[src/rtl/gpio_ed_pkg.sv]
package gpio_ed_pkg;
  localparam int unsigned REG_W     = 32;
  localparam int unsigned RISE_BASE = 32'h00;
  localparam int unsigned FALL_BASE = 32'h20;
  localparam int unsigned STAT_BASE = 32'h48;

  function automatic int unsigned reg_count(input int unsigned pins);
    return (pins + REG_W - 1) / REG_W;
  endfunction
endpackage

[src/rtl/gpio_ed_sync.sv]
module gpio_ed_sync #(
  parameter int unsigned W = 90
) (
  input  logic         clk,
  input  logic         rst_n,
  input  logic [W-1:0] raw_in,
  output logic [W-1:0] sync_out
);
  logic [W-1:0] meta_q, meta_d, sync_q, sync_d;

  always_comb begin
    meta_d = raw_in;
    sync_d = meta_q;
  end

  always_ff @(posedge clk or negedge rst_n) begin
    if (!rst_n) begin
      meta_q <= '0;
      sync_q <= '0;
    end else begin
      meta_q <= meta_d;
      sync_q <= sync_d;
    end
  end

  assign sync_out = sync_q;
endmodule

[src/rtl/gpio_ed_edge.sv]
module gpio_ed_edge #(
  parameter int unsigned W = 90
) (
  input  logic         clk,
  input  logic         rst_n,
  input  logic [W-1:0] level,
  input  logic [W-1:0] rise_en,
  input  logic [W-1:0] fall_en,
  output logic [W-1:0] hit
);
  logic [W-1:0] prev_q, prev_d, went_up, went_down;

  always_comb begin
    prev_d    = level;
    went_up   = level & ~prev_q;
    went_down = ~level & prev_q;
    hit       = (went_up & rise_en) | (went_down & fall_en);
  end

  always_ff @(posedge clk or negedge rst_n) begin
    if (!rst_n) prev_q <= '0;
    else        prev_q <= prev_d;
  end
endmodule

[src/rtl/gpio_ed_regs.sv]
module gpio_ed_regs
  import gpio_ed_pkg::*;
#(
  parameter int unsigned NUM_PINS = 90,
  parameter int unsigned ADDR_W   = 8
) (
  input  logic                clk,
  input  logic                rst_n,
  input  logic                bus_we,
  input  logic [ADDR_W-1:0]   bus_addr,
  input  logic [REG_W-1:0]    bus_wdata,
  output logic [REG_W-1:0]    bus_rdata,
  input  logic [NUM_PINS-1:0] hit_vec,
  output logic [NUM_PINS-1:0] rise_en,
  output logic [NUM_PINS-1:0] fall_en,
  output logic [NUM_PINS-1:0] stat_q,
  output logic [NUM_PINS-1:0] clr_vec
);
  localparam int unsigned NREG = reg_count(NUM_PINS);
  localparam int unsigned FLAT = NREG * REG_W;

  logic [NREG-1:0]     sel_rise, sel_fall, sel_stat;
  logic [NUM_PINS-1:0] rise_q, fall_q, rise_d, fall_d, stat_d;
  logic                rise_ce, fall_ce, stat_ce;
  logic [FLAT-1:0]     rise_flat, fall_flat, stat_flat;

  // Per-register write decode
  for (genvar k = 0; k < NREG; k++) begin : g_dec
    assign sel_rise[k] = bus_we && (bus_addr == ADDR_W'(RISE_BASE + 4*k));
    assign sel_fall[k] = bus_we && (bus_addr == ADDR_W'(FALL_BASE + 4*k));
    assign sel_stat[k] = bus_we && (bus_addr == ADDR_W'(STAT_BASE + 4*k));
  end

  // Per-pin next state
  for (genvar i = 0; i < NUM_PINS; i++) begin : g_bit
    localparam int unsigned K = i / REG_W;
    localparam int unsigned J = i % REG_W;
    assign rise_d[i]  = sel_rise[K] ? bus_wdata[J] : rise_q[i];
    assign fall_d[i]  = sel_fall[K] ? bus_wdata[J] : fall_q[i];
    assign clr_vec[i] = sel_stat[K] & bus_wdata[J];
  end

  always_comb begin
    stat_d  = (stat_q & ~clr_vec) | hit_vec;
    rise_ce = |sel_rise;
    fall_ce = |sel_fall;
    stat_ce = (|clr_vec) | (|hit_vec);
  end

  always_ff @(posedge clk or negedge rst_n) begin
    if (!rst_n) begin
      rise_q <= '0;
      fall_q <= '0;
      stat_q <= '0;
    end else begin
      if (rise_ce) rise_q <= rise_d;
      if (fall_ce) fall_q <= fall_d;
      if (stat_ce) stat_q <= stat_d;
    end
  end

  assign rise_en   = rise_q;
  assign fall_en   = fall_q;
  assign rise_flat = FLAT'(rise_q);
  assign fall_flat = FLAT'(fall_q);
  assign stat_flat = FLAT'(stat_q);

  always_comb begin
    bus_rdata = '0;
    for (int k = 0; k < NREG; k++) begin
      if (bus_addr == ADDR_W'(RISE_BASE + 4*k)) bus_rdata = rise_flat[k*REG_W +: REG_W];
      if (bus_addr == ADDR_W'(FALL_BASE + 4*k)) bus_rdata = fall_flat[k*REG_W +: REG_W];
      if (bus_addr == ADDR_W'(STAT_BASE + 4*k)) bus_rdata = stat_flat[k*REG_W +: REG_W];
    end
  end
endmodule

[src/rtl/gpio_edge_irq.sv]
module gpio_edge_irq
  import gpio_ed_pkg::*;
#(
  parameter int unsigned NUM_PINS = 90,
  parameter int unsigned ADDR_W   = 8
) (
  input  logic                clk,
  input  logic                rst_n,
  input  logic [NUM_PINS-1:0] pin_in,
  input  logic                bus_we,
  input  logic [ADDR_W-1:0]   bus_addr,
  input  logic [REG_W-1:0]    bus_wdata,
  output logic [REG_W-1:0]    bus_rdata,
  output logic                irq_pin0,
  output logic                irq_pin1,
  output logic                irq_shared
);
  logic                rst_meta_q, rst_sync_n;
  logic [NUM_PINS-1:0] level, rise_en, fall_en, hit_vec, stat_q, clr_vec;

  // Reset: asynchronous assert, synchronous release
  always_ff @(posedge clk or negedge rst_n) begin
    if (!rst_n) begin
      rst_meta_q <= 1'b0;
      rst_sync_n <= 1'b0;
    end else begin
      rst_meta_q <= 1'b1;
      rst_sync_n <= rst_meta_q;
    end
  end

  gpio_ed_sync #(.W(NUM_PINS)) u_sync (
    .clk(clk), .rst_n(rst_sync_n), .raw_in(pin_in), .sync_out(level)
  );

  gpio_ed_edge #(.W(NUM_PINS)) u_edge (
    .clk(clk), .rst_n(rst_sync_n), .level(level),
    .rise_en(rise_en), .fall_en(fall_en), .hit(hit_vec)
  );

  gpio_ed_regs #(.NUM_PINS(NUM_PINS), .ADDR_W(ADDR_W)) u_regs (
    .clk(clk), .rst_n(rst_sync_n), .bus_we(bus_we), .bus_addr(bus_addr),
    .bus_wdata(bus_wdata), .bus_rdata(bus_rdata), .hit_vec(hit_vec),
    .rise_en(rise_en), .fall_en(fall_en), .stat_q(stat_q), .clr_vec(clr_vec)
  );

  assign irq_pin0   = stat_q[0];
  assign irq_pin1   = stat_q[1];
  assign irq_shared = |stat_q[NUM_PINS-1:2];
endmodule

[config.mk]
export PLATFORM = sky130hd
export DESIGN_NAME = gpio_edge_irq
export DESIGN_NICKNAME = d
export VERILOG_FILES = /design/src/rtl/gpio_ed_pkg.sv /design/src/rtl/gpio_ed_sync.sv /design/src/rtl/gpio_ed_edge.sv /design/src/rtl/gpio_ed_regs.sv /design/src/rtl/gpio_edge_irq.sv
export SDC_FILE = /design/constraint.sdc
export NUM_CORES = 1
export LEC_CHECK = 0
export BUFFER_PORTS_ARGS = -buffer_cell sky130_fd_sc_hd__buf_4
export CAP_MARGIN = 25
export CORE_MARGIN = 2
export CORE_UTILIZATION = 55
export CTS_CLUSTER_DIAMETER = 30
export DETAILED_ROUTE_END_ITERATION = 10
export MAX_ROUTING_LAYER = met4
export PLACE_DENSITY = 0.74
export SYNTH_ARGS = -nofsm -noshare
export SYNTH_HDL_FRONTEND = slang
export SYNTH_SLANG_ARGS = --single-unit
[constraint.sdc]
create_clock -name clk -period 20.3 [get_ports clk]
set_input_delay 3.045 -clock clk [delete_from_list [all_inputs] [get_ports clk]]
set_output_delay 3.045 -clock clk [all_outputs]
set_load 0.02 [all_outputs]
==> results of run 1 <==
worst max-delay path by stage:
stage	start	endpoint	slack, ps	cells past startpoint
2_1_floorplan	rst_sync_n$_DFF_PN0_	u_edge.prev_q[0]$_DFF_PN0_	4070	0
3_3_place_gp	bus_addr[5]	bus_rdata[7]	11520	6
3_5_place_dp	bus_addr[5]	bus_rdata[19]	11460	6
4_1_cts	bus_addr[5]	bus_rdata[19]	11460	6
5_1_grt	bus_addr[5]	bus_rdata[7]	11690	7
6_report	bus_addr[5]	bus_rdata[0]	11730	7
metal layers:
metal / vias to the layer above / global-route usage (%) / share of wire [%]
met2: 759 / 45.9 / 46
met1: 7433 / 41.0 / 40
met5: - / - / 0
li1: 6116 / - / -
met4: 0 / 14.6 / 3.9
met3: 181 / 8.13 / 9.2
synth_stat cells (2+ instances only):
| cell | instances | area (sq um) |
|---|---|---|
| a211oi_1 | 3 | 22.5 |
| a21o_1 | 91 | 683 |
| a21oi_1 | 24 | 120 |
| a221oi_1 | 29 | 254 |
| a222oi_1 | 5 | 50.1 |
| a22o_1 | 24 | 210 |
| a22oi_1 | 53 | 398 |
| buf_1 | 3 | 11.3 |
| buf_2 | 30 | 150 |
| buf_6 | 2 | 22.5 |
| clkbuf_1 | 56 | 210 |
| dfrtp_1 | 542 | 13600 |
| inv_1 | 2 | 7.51 |
| mux2_1 | 12 | 135 |
| mux2_2 | 152 | 1710 |
| mux2_4 | 20 | 300 |
| mux2i_1 | 2 | 20.0 |
| nand2_1 | 205 | 769 |
| nand3_1 | 3 | 15.0 |
| nand3b_1 | 92 | 691 |
| nand4_1 | 6 | 37.5 |
| nor2_1 | 9 | 33.8 |
| nor3_1 | 5 | 25.0 |
| nor3_2 | 3 | 30.0 |
| nor4_1 | 24 | 150 |
| nor4_2 | 3 | 37.5 |
| nor4b_1 | 3 | 26.3 |
| o2111ai_1 | 20 | 175 |
| o211ai_1 | 7 | 52.6 |
| o21ai_0 | 94 | 470 |
| o31ai_1 | 2 | 15.0 |
| or4b_1 | 3 | 30.0 |
worst max-delay path, cell delays in order:
cell and delay [ps]:
buf_4 210, or4b_2 800, nor2_4 540, buf_16 250, a221oi_1 110, o2111ai_1 340
buf_4 210
cell type report:
class | count | area [sq um]
flip-flops and latches | 542 | 13600
fillers | 2359 | 10300
multi-input cells | 912 | 6710
clock buffers | 136 | 3040
repair buffers | 196 | 1570
clock inverters | 75 | 963
well taps | 468 | 586
inverters | 3 | 11.3
diodes | 2 | 5.00
power by group:
group / leakage, nW / internal [mW] / switching [mW]
logic: 3.65 / 0.0940 / 0.0805
clock network: 1.96 / 1.28 / 0.611
registers: 6.73 / 1.20 / 0.129
cells by family (layout without fill, tap and decap cells):
family | after synthesis | count (layout) | synth area share (%)
buffers and inverters | 94 | 410 | 1.97
AOI/OAI and AO/OA | 355 | 355 | 12.0
muxes | 186 | 186 | 10.5
DFF | 542 | 542 | 65.8
and+or+nand+nor | 370 | 370 | 9.64
other | 1 | 3 | 0.0182
through the flow:
| step | setup WS, ps | utilization [%] | hold slack (ps) | cell area, sq um | std cells |
|---|---|---|---|---|---|
| 6_report | 11730 | 71.9 | 333 | 26500 | 2334 |
| 5_1_grt | 11690 | 71.9 | 345 | 26500 | 2334 |
| 4_1_cts | 11460 | 71.5 | 341 | 26300 | 2327 |
| 3_5_place_dp | 11460 | 60.7 | 335 | 22300 | 2116 |
| 3_3_place_gp | 11520 | 60.7 | 333 | 22300 | 2116 |
| 2_1_floorplan | 4070 | - | 331 | 20600 | 1548 |
flip-flops by register name (all words and copies together), names as in the netlist:
signal and cells:
rst_sync_n 1, u_regs.fall_en 90, rst_meta_q 1, u_sync.meta_q 90, u_edge.prev_q 90, u_regs.rise_en 90
u_sync.sync_out 90, u_regs.stat_q 90
==> reports/summary.txt, run 1 <==
Outcome - finished clean
GRT overflow - 0
H-tree levels - 3
Post-Syn Area per Cell - 13.3 sq um
Pwr dens - 128 mW/mm^2
WP data arrival - 5530 ps
Pleak - 12.3 nW
Worst Tran Pin Value - 1040 ps
Initial core utilization - 56.0%
Critical path peak fanout - 20
Total negative slack - 0 ps
Hold Crit Start - u_sync.meta_q[79]$_DFF_PN0_
Vias per cell - 6.21
Width of the chip - 198 microns
Unique masters post-synth - 51
Ys async rst share - 100%
Hold_buf cts - 0
Final hold vios - 0
Clk slew on worst S/H paths - 50 ps
Fin crit share - 42.2%
First-pass GRT wire length - 88.9 mm
Initial antenna violation count - 2
GRT Util Overall - 31.3%
Number of synthesized flops with an enable pin - 0
Core ar. - 0.0368 sq mm
Main synth FF type - dfrtp_1
Vias - 14500
Clock sink count - 542
Largest net degree at the start of global routing - 84
Die Area - 0.0390 sq mm
Worst setup SP type - input pin
Maximum vdd drop - 0.0854 mV
RSZ-0062 raised after global routing - no
R2R cell count - 3
Drt wl/cell - 24.6 microns
TritonCTS clock tree - yes
Sequential fraction of the synthesis area - 65.8%
Commonest non-fill, non-tap cell in the layout - dfrtp_1
Post-CTS resize count - 0
Fin nets - 1900
Hold Crit Class - reg2reg
Max clock buf depth - 3
Vias in the first global route - 15300
Worst-Skew Late Latency - 640 ps
Req. time, crit path - 17260 ps
Clk root buf - clkbuf_16
WHS Path Cells - 0
# setup viols final - 0
Reg2reg end - u_sync.sync_out[65]$_DFF_PN0_
Post-synthesis net count - 1681
RR Startpoint - rst_sync_n$_DFF_PN0_
Post-synthesis cell count - 1548
CP Class - in2out
R2R setup slack - 17040 ps
Post-CTS Setup Inserts - 0
Most frequent cells in the layout - dfrtp_1 (541), nand2_1 (205), buf_4 (191)
Post-DP HPWL - 32.9 mm
Layout cells sized above 1 - 31.5%
Initial DRT Pass Iterations - 9
Final min period - 8570 ps
Layout Skew - 22.3 ps
TritonCTS Buffers - 112
Fmax - 0.117 GHz
Die Ht - 198 microns
Max-slew headroom - 30.3%
Area Growth Syn to Fin - 28.4%
Yosys warnings - 0
Number of routed nets with antenna violations - 0
Routed WL - 57.3 mm
Critical Path End Type - output port
Mapped Area - 0.0206 sq mm
PortBufs - 167
Pins Over Slew Limit - 0
Max Cap Violations - 0
Row count - 70
Hold EP - u_sync.sync_out[79]$_DFF_PN0_
#FFs+latches synth - 542
DRT iter0 DRCs - 1487
Post-route DRC - 0
Power consumption - 3.39 mW
Io pins - 168
Routability cong. - 0.900
No activity file was read; power rests on OpenSTA's default activity.
==> inputs of run 2 (changes only) <==
--- a/config.mk
+++ b/config.mk
@@ -5,6 +5,7 @@
 export SDC_FILE = /design/constraint.sdc
 export NUM_CORES = 1
 export LEC_CHECK = 0
+export ABC_AREA = 1
 export BUFFER_PORTS_ARGS = -buffer_cell sky130_fd_sc_hd__buf_4
 export CAP_MARGIN = 25
 export CORE_MARGIN = 2
==> constraint.sdc (replaced) <==
create_clock -name clk -period 8.9 [get_ports clk]
set_input_delay 1.335 -clock clk [delete_from_list [all_inputs] [get_ports clk]]
set_output_delay 1.335 -clock clk [all_outputs]
set_load 0.02 [all_outputs]
==> run 2 against run 1 <==
  * Register-to-register slack worse by 10000 ps
  * Final cell count is 22% higher
  * Setup slack worse by 8100 ps
  * Clock skew is 3.0 ps higher
  * Clock power is 100% higher
==> reports/summary.txt, run 2 <==
Clk root buf - clkbuf_16
Fmax - 0.190 GHz
Hold Crit Class - reg2async
Max Cap Violations - 0 (unchanged)
Synth top cells by count - dfrtp_1 (542), nand2_1 (480), o21ai_0 (255)
Row count - 70 (unchanged)
Vias - 15900 (+9.9%)
Final hold vios - 0 (unchanged)
Top post-synthesis cells by area - dfrtp_1 (67%), nand2_1 (8.9%), o21ai_0 (6.3%)
Unique masters post-synth - 24 (-53%)
Clock sink count - 542 (unchanged)
Pwr dens - 263 mW/mm^2 (+110%)
Critical path peak fanout - 32 (+60%)
Io pins - 168 (unchanged)
#FFs+latches synth - 542 (unchanged)
Top-count cell post-synth - dfrtp_1
Initial core utilization - 55.7% (-0.33 points)
First-pass GRT wire length - 87.8 mm (-1.3%)
Initial DRT Pass Iterations - 8 (-1)
Power consumption - 6.71 mW (+98%)
DRT iter0 DRCs - 1419 (-4.6%)
Outcome - finished clean
Post-DP HPWL - 32.4 mm (-1.7%)
TritonCTS Buffers - 99 (-12%)
Fin worst setup slack - 3650 ps (-8080 ps)
Fin crit share - 59.0%
WP data arrival - 3920 ps (-1610 ps)
Routability cong. - 0.850 (-5.6%)
Max clock buf depth - 3 (unchanged)
Drt wl/cell - 19.4 microns (-21%)
Layout cells sized above 1 - 16.0% (-16 points)
Clk slew on worst S/H paths - 50 ps (about the same)
Mapped Area - 0.0203 sq mm (-1.5%)
Diode count - 0 (-2)
Fill count - 2608 (+11%)
Worst Tran Pin Value - 1100 ps (+53.1 ps)
Req. time, crit path - 7570 ps (-9690 ps)
Placed Cells incl. Taps - 2664 (+26%)
Area Growth Syn to Fin - 25.8%
Most frequent cells in the layout - dfrtp_1 (541), nand2_1 (480), o21ai_0 (255)
Initial antenna violation count - 0 (-2)
RSZ-0062 raised after global routing - no
GRT overflow - 0 (unchanged)
Worst path bufs/invs - 4 (+1)
Max-slew headroom - 27.0% (-3.3 points)
Pre-CTS WS - 3770 ps (-7690 ps)
Crit path cell chain - buf_4 > inv_1 > nand2_1 > nor2_4 > nand2_1 > inv_2 > nand2_1 > nand3_1 > nor2_1 > nand4_1 > buf_4
Ys async rst share - 100% (unchanged)
Routed WL - 55.1 mm (-3.8%)
CP max stage delay - 730 ps (-70 ps)
CP max-delay cell - inv_2
TritonCTS clock tree - yes
Commonest non-fill, non-tap cell in the layout - dfrtp_1
Vias in the first global route - 16500 (+7.9%)
Number of synthesized flops with an enable pin - 0 (unchanged)
Yosys warnings - 0 (unchanged)
Post-synthesis net count - 2215 (+32%)
Vias per cell - 5.60 (-9.9%)
Worst setup SP type - input pin
Pins Over Slew Limit - 0 (unchanged)
Fin nets - 2431 (+28%)
Post-CTS Setup Inserts - 0 (unchanged)
Post-route DRC - 0 (unchanged)
Post-CTS resize count - 0 (unchanged)
Top-area cell type share of the netlist area - 66.9% (+1.0 points)
Die Ht - 196 microns (-0.75%)
Number of routed nets with antenna violations - 0 (unchanged)
Delay-heaviest family, CP - simple AND/OR/NAND/NOR gates
Final std cells w/o fill - 2847 (+22%)
Post-Syn Area per Cell - 9.74 sq um (-27%)
Core ar. - 0.0364 sq mm (-0.95%)
GRT Util Overall - 30.6% (-0.69 points)
Hold_buf cts - 0 (unchanged)
Die Area - 0.0384 sq mm (-1.5%)
Total negative slack - 0 ps (unchanged)
Layout Skew - 25.3 ps (+3.00 ps)
H-tree levels - 3 (unchanged)
Post-synthesis cell count - 2082 (+34%)
Register area - 0.0136 sq mm (unchanged)
Width of the chip - 196 microns (-0.75%)
Main synth FF type - dfrtp_1
Final min period - 5250 ps
PortBufs - 167 (unchanged)
Yosys top cell by area - dfrtp_1
Worst-Skew Late Latency - 640 ps (about the same)
# setup viols final - 0 (unchanged)
Sequential fraction of the synthesis area - 66.9% (+1.0 points)
Critical Path End Type - output port
Largest net degree at the start of global routing - 205 (+140%)
CP Class - in2out
Pleak - 12.1 nW (-2.1%)
CP dominant cell by count - nand2_1
Multi-input gate area - 0.00572 sq mm (-15%)
Maximum vdd drop - 0.182 mV (+110%)
==> run 2: cell types whose count changed after synthesis, moves of 53 or more <==
cell | before | now
nor2_1 | 9 | 205
inv_1 | 2 | 187
a22oi_1 | 53 | 0
nand3_1 | 3 | 229
mux2_2 | 152 | 0
nand3b_1 | 92 | 3
nand2_1 | 205 | 480
a21o_1 | 91 | 0
o21ai_0 | 94 | 255
==> run 2: worst paths after layout <==
check / start / end / slack, ps / depth (start not counted)
worst min-delay path: rst_sync_n$_DFF_PN0_ / u_regs.stat_q[77]$_DFFE_PN0P_ / 130 / 0
worst min register to register: rst_sync_n$_DFF_PN0_ / u_regs.stat_q[77]$_DFFE_PN0P_ / 130 / 0
max in group asynchronous: rst_sync_n$_DFF_PN0_ / u_regs.stat_q[26]$_DFFE_PN0P_ / 6630 / 2
min in group clk: u_sync.meta_q[50]$_DFF_PN0_ / u_sync.sync_out[50]$_DFF_PN0_ / 340 / 0
worst max register to register: rst_sync_n$_DFF_PN0_ / u_regs.stat_q[26]$_DFFE_PN0P_ / 6630 / 2
worst max-delay path: bus_addr[4] / bus_rdata[1] / 3650 / 11
==> run 2: cell families (layout without fill, tap and decap cells) <==
group	after synthesis	after routing	synth area share (%)
buffers and inverters	259	556	4.94
other	1	1	0.0185
AOI/OAI and AO/OA	286	286	7.25
DFF	542	542	66.9
and+or+nand+nor	994	994	20.9
==> run 2: layout make-up <==
cell class,instances,share of cell area (%)
clock buffer,127,10.9
clock inverter,55,2.77
inverter,194,2.85
multi-input combinational,1281,22.4
sequential,542,53.1
tap,468,2.29
timing repair buffer,180,5.68
==> run 2: per-stage QoR <==
stage | hold slack [ps] | utilization [%] | cell area (sq um)
after CTS | 341 | 70.0 | 25500
after detailed placement | 335 | 60.4 | 22000
final | 129 | 70.1 | 25500
after floorplan | 331 | - | 20300
after global routing | 134 | 70.1 | 25500
after global placement | 332 | 60.2 | 21900
==> run 2: report_power, final <==
part	leakage, nW	internal (mW)	switching [mW]
combinational	3.93	0.0821	0.142
clock	1.69	2.50	1.31
sequential	6.46	2.59	0.0865
==> run 2: layer usage <==
layer	routed length (microns)	vias up	track usage [%]
li1	-	7204	-
met1	22600	7864	39.4
met2	26500	671	46.9
met3	3660	190	5.88
met4	2320	0	15.2
met5	0	-	-
==> run 2: worst register-to-register path: cells and delay by family, from the launching register on <==
| kind | cells | cell delay [ps] |
|---|---|---|
| buffers and inverters | 2 | 1730 |
| flip-flops | 1 | 460 |
